==> src/rtl/cla_addsub.sv <==
module cla_addsub #(
  parameter int WIDTH = 16
) (
  input  logic [WIDTH-1:0] opa,
  input  logic [WIDTH-1:0] opb,
  input  logic             sub_en,
  input  logic             carry_in,
  output logic [WIDTH-1:0] result,
  output logic             carry_out,
  output logic             ovf
);
  localparam int NGRP = WIDTH / 4;

  logic [WIDTH-1:0] bx, gen, prop, cbit;
  logic [NGRP-1:0]  ggen, gprop;
  logic [NGRP:0]    cgrp;
  logic             c0;

  initial begin
    if (WIDTH % 4 != 0 || WIDTH < 4) $error("WIDTH must be a positive multiple of 4");
  end

  assign bx   = opb ^ {WIDTH{sub_en}};
  assign c0   = sub_en | carry_in;
  assign gen  = opa & bx;
  assign prop = opa ^ bx;

  always_comb begin
    logic term;
    for (int k = 0; k < NGRP; k++) begin
      ggen[k]  = 1'b0;
      gprop[k] = &prop[4*k +: 4];
      for (int i = 0; i < 4; i++) begin
        term = gen[4*k+i];
        for (int j = i + 1; j < 4; j++) term = term & prop[4*k+j];
        ggen[k] = ggen[k] | term;
      end
    end
  end

  always_comb begin
    logic acc, term;
    cgrp[0] = c0;
    for (int k = 0; k < NGRP; k++) begin
      acc = c0;
      for (int m = 0; m <= k; m++) acc = acc & gprop[m];
      for (int j = 0; j <= k; j++) begin
        term = ggen[j];
        for (int m = j + 1; m <= k; m++) term = term & gprop[m];
        acc = acc | term;
      end
      cgrp[k+1] = acc;
    end
  end

  always_comb begin
    logic acc, term;
    for (int k = 0; k < NGRP; k++) begin
      for (int i = 0; i < 4; i++) begin
        acc = cgrp[k];
        for (int m = 0; m < i; m++) acc = acc & prop[4*k+m];
        for (int j = 0; j < i; j++) begin
          term = gen[4*k+j];
          for (int m = j + 1; m < i; m++) term = term & prop[4*k+m];
          acc = acc | term;
        end
        cbit[4*k+i] = acc;
      end
    end
  end

  assign result    = prop ^ cbit;
  assign carry_out = cgrp[NGRP];
  assign ovf       = cbit[WIDTH-1] ^ cgrp[NGRP];
endmodule


==> config.mk <==
export PLATFORM = sky130hd
export DESIGN_NAME = cla_addsub
export DESIGN_NICKNAME = d
export VERILOG_FILES = /design/src/rtl/cla_addsub.sv
export SDC_FILE = /design/constraint.sdc
export NUM_CORES = 1
export LEC_CHECK = 0
export ABC_AREA = 1
export ABC_CLOCK_PERIOD_IN_PS = 2800
export BUFFER_PORTS_ARGS = -buffer_cell sky130_fd_sc_hd__buf_2
export CAP_MARGIN = 20
export CORE_UTILIZATION = 48
export DETAILED_ROUTE_END_ITERATION = 8
export PLACE_DENSITY = 0.9
export SYNTH_ARGS = -nofsm -noshare
export SYNTH_HDL_FRONTEND = slang
export SYNTH_SLANG_ARGS = --single-unit
==> constraint.sdc <==
create_clock -name vclk -period 2.8
set_input_delay 0.28 -clock vclk [all_inputs]
set_output_delay 0.28 -clock vclk [all_outputs]
set_load 0.03 [all_outputs]
=== Word-level counts from Yosys, hierarchy flattened ===
Cells that the tools add are included.

* Reduce and logical (&&, ||, !) cells: 4
* Bitwise gates (word level): 98

{| class="wikitable"
|+ Operator list
! operator !! number
|-
| XOR 16 bit || 3
|-
| OR 1 bit || 47
|-
| AND 1 bit || 46
|-
| AND 16 bit || 1
|-
| AND reduction 4 bit || 4
|-
| XOR 1 bit || 1
|}

* Word-level logic and storage cells: 102
* Bits in registers: 0
* Input bits: 34
* Output and inout bits: 18

=== Logic depth before layout (Yosys ltp) ===
* Word-level depth: 20
* Mapped depth: 19
* Gate-level depth less buffers: 18

=== Worst setup path after synthesis ===
Ideal clock, no wire load.

* Kind: input to output
* From: in sub_en
* To: out result[15]
* Arrival time: 2.715 ns
* Required time: 2.520 ns
* Cell stages on the path: 15
* Buffers on the path: 2
* Path slack: -0.195 ns
* Path through: buf_6 -> buf_2 -> xor2_1 -> ha_1 -> a21oi_1 -> nand3_4 -> nand2_2 -> nand2_2 -> nand2_1 -> inv_1 -> ha_1 -> nand2_1 -> nand2_1 -> a21oi_1 -> xor2_1

* Word-level cells in the longest chain between the ends: 20

{| class="wikitable"
|+ RTL lines
! item !! RTL line !! source
|-
| start: declaration || 6 || <nowiki>input logic sub_en,</nowiki>
|-
| XOR 16 bit || 23 || <nowiki>assign bx = opb ^ {WIDTH{sub_en}};</nowiki>
|-
| AND 16 bit / XOR 16 bit (equally long branches) || 25, 26 ||
|-
| AND 1 bit (3 in a row) || 35 || <nowiki>for (int j = i + 1; j < 4; j++) term = term & prop[4*k+j];</nowiki>
|-
| OR 1 bit (3 in a row) || 36 || <nowiki>ggen[k] = ggen[k] | term;</nowiki>
|-
| AND 1 bit (2 in a row) || 49 || <nowiki>for (int m = j + 1; m <= k; m++) term = term & gprop[m];</nowiki>
|-
| OR 1 bit (3 in a row) || 50 || <nowiki>acc = acc | term;</nowiki>
|-
| AND 1 bit (3 in a row) || 61 || <nowiki>for (int m = 0; m < i; m++) acc = acc & prop[4*k+m];</nowiki>
|-
| OR 1 bit (3 in a row) || 65 || <nowiki>acc = acc | term;</nowiki>
|-
| XOR 16 bit * || 72 || <nowiki>assign result = prop ^ cbit;</nowiki>
|-
| end: declaration || 8 || <nowiki>output logic [WIDTH-1:0] result,</nowiki>
|}

Mark *: on every way between the ends. The rest lies on a longest branch, timed or not.

=== Final worst setup path ===
* From: in sub_en
* To: out result[13]

* Word-level cells in the longest chain between the ends: 16

{| class="wikitable"
|+ RTL lines
! item !! RTL line
|-
| XOR 16 bit || 23
|-
| AND 16 bit / XOR 16 bit (equally long branches) || 25, 26
|-
| AND 1 bit (3 in a row) || 35
|-
| OR 1 bit (3 in a row) || 36
|-
| AND 1 bit (2 in a row) || 49
|-
| OR 1 bit (3 in a row) || 50
|-
| AND 1 bit || 61
|-
| OR 1 bit || 65
|-
| XOR 16 bit * || 72
|}

Marked as above.

==> flow_summary.yaml <==
critical_path:
  end_kind: "output pin"
  cp.required_ns: 2.52
  critPathMaxFanout: 7
  cp.arrival_ns: 2.56
  path_class: "in -> out"
  critPathLaunchType: "input pin"
final_layout:
  multi_input_area_um2: 902.1
  fillers: 114
  seqCellArea_um2: 0
  stdcell_area_um2: 1460
  final_common_cell: "buf_2"
  fin_nets: 258
  final_cell_mix: "49 x buf_2, 25 x inv_1, 22 x nand2_1, 20 x ha_1"
  drive_above_1_share_pct: 43.43
  flops_and_latches: 0
  final_util_pct: 81.89
  area_growth_syn_to_layout_pct: 54.57
  n_clock_buffer: 0
  n_antenna_cell: 0
grt:
  grt_overflow: 0
  antenna_found_initial: 0
  grt_pass1_vias: 1065
  grt_max_degree: 14
  grt_usage_pct: 25.02
  grt_pass1_wl_um: 3960
floorplan:
  die_area_um2: 2149
  io_pins: 52
  fp.dieW_um: 46.36
  rows: 15
  initial_utilization_pct: 52.98
  die_y_um: 46.36
  core-area_um2: 1783
synth:
  yosys_warnings: 0
  netlist_area_um2: 944.7
  synth_top_cell_area_share_pct: 26.49
  ys_types: 17
  synth_area_per_cell_um2: 7.156
  synthesis.nets: 190
  syn_inst: 132
  synth_top_area_cell: "ha_1"
  synth.area.top_cells: "ha_1 26%, xor2_1 16%, xnor2_1 10%"
  synth_seq_area_share_pct: 0
pwr:
  power_density_nw_per_um2: 447.6
  power.total_w: 0.0006536
  vdd.ir_drop.worst_uv: 269.3
  p_leak_nw: 0.8755
detailed_routing:
  drtIter0Drc: 21
  ant_nets: 0
  wire_per_inst_um: 14.26
  detail_route.wirelength_um: 3179
  first_pass_iters: 4
  via_count: 1152
  vias_per_cell: 5.166
  drc: 0
sta:
  fin_crit_sh_pct: 101.5
  setup_ws_ns: -0.04211
  fin_tns_setup_ns: -0.04211
  min_period_ns: 2.842
  max_clock_freq_mhz: 351.9
  finalHoldViolCount: 0
  setup_violations: 1
  finalMaxSlewViolations: 0
  relSlewSlack_pct: 80.33
  worstMarginPinSlew_ns: 0.2929
placed_design:
  placed_area_um2: 1321
  hpwl_um: 2168
  io_buffers: 52
  gp_congestion: 0.8589
run:
  cap_viol_max_count: 0
status:
  violations: "setup timing"
  status: "finished with violations"
clock_tree:
  holdBufCountCts: 0
hold_path:
  hold_path.class: "in -> out"
-- final timing paths --
path	from	slack, ns	endpoint	depth (start not counted)
setup / recovery	sub_en	-0.04	result[13]	15
hold / removal	opa[11]	1.09	result[11]	4
-- area by class of cell --
class,count,area share [%]
Timing Repair Buffer,68,29.65
Tap cell,25,2.142
Inverter,25,6.427
Multi-Input combinational cell,105,61.78
-- per-stage QoR --
step	std cells	setup WS (ns)	hold WS (ns)
global route	223	-0.1237	1.117
detailed placement	218	-0.1929	1.080
CTS	218	0.03632	1.080
finish	223	-0.04211	1.092
global placement	218	-0.02278	1.043
floorplan	132	-0.02701	0.8836
-- cell families (layout without fill, tap and decap cells) --
kind of cell,after synthesis,in the layout,synth area share (%)
XOR/XNOR,28,28,25.96
adder cells (fa/ha/maj),24,24,34.97
AO/OA/AOI/OAI,10,10,5.563
buffers and inverters,27,93,11.66
AND/OR/NAND/NOR,43,43,21.85
-- repair_timing --
| action | CTS | global route |
|---|---|---|
| resized for setup | 3 | 17 |
| setup endpoints to repair | 3 | 5 |
| pin swaps | 0 | 12 |
| buffers inserted | 0 | 4 |
| hold endpoints to repair | 0 | 0 |
| cloned | 0 | 1 |
-- cells in the mapped netlist --
library cell	number
nand3_4	1
nand2_2	4
buf_2	1
fa_1	4
nor2_1	3
or2_4	1
nand2_1	25
nor3_1	1
nand3_2	1
inv_1	25
o21bai_1	1
xnor2_1	11
a21oi_1	9
nand3_1	7
xor2_1	17
ha_1	20
buf_6	1
-- layer usage --
metal | vias to the layer above | global-route usage [%] | routed length [µm]
met2 | 47 | 51.11 | 1700
met5 | - | 0 | 0
met1 | 542 | 24.83 | 1190
met4 | 0 | 10.59 | 187
met3 | 18 | 1.569 | 102
li1 | 545 | - | -
-- critical path, cell delays in order --
cell and delay (ns):
buf_16 0.13, xnor2_2 0.18, inv_1 0.07, ha_1 0.31, nand2_1 0.08, nor2_1 0.18
nand2_2 0.10, nand3_4 0.08, nand2_2 0.07, nand2_2 0.09, nand2_2 0.06, buf_4 0.14
fa_1 0.43, xnor2_2 0.13, buf_2 0.21
-- power by group --
group	switching (W)	internal, W
Clock	0	0
Combinational	0.000403	0.000250
Sequential	0	0
Total	0.000403	0.000250
(Power assumes the default switching activity.)
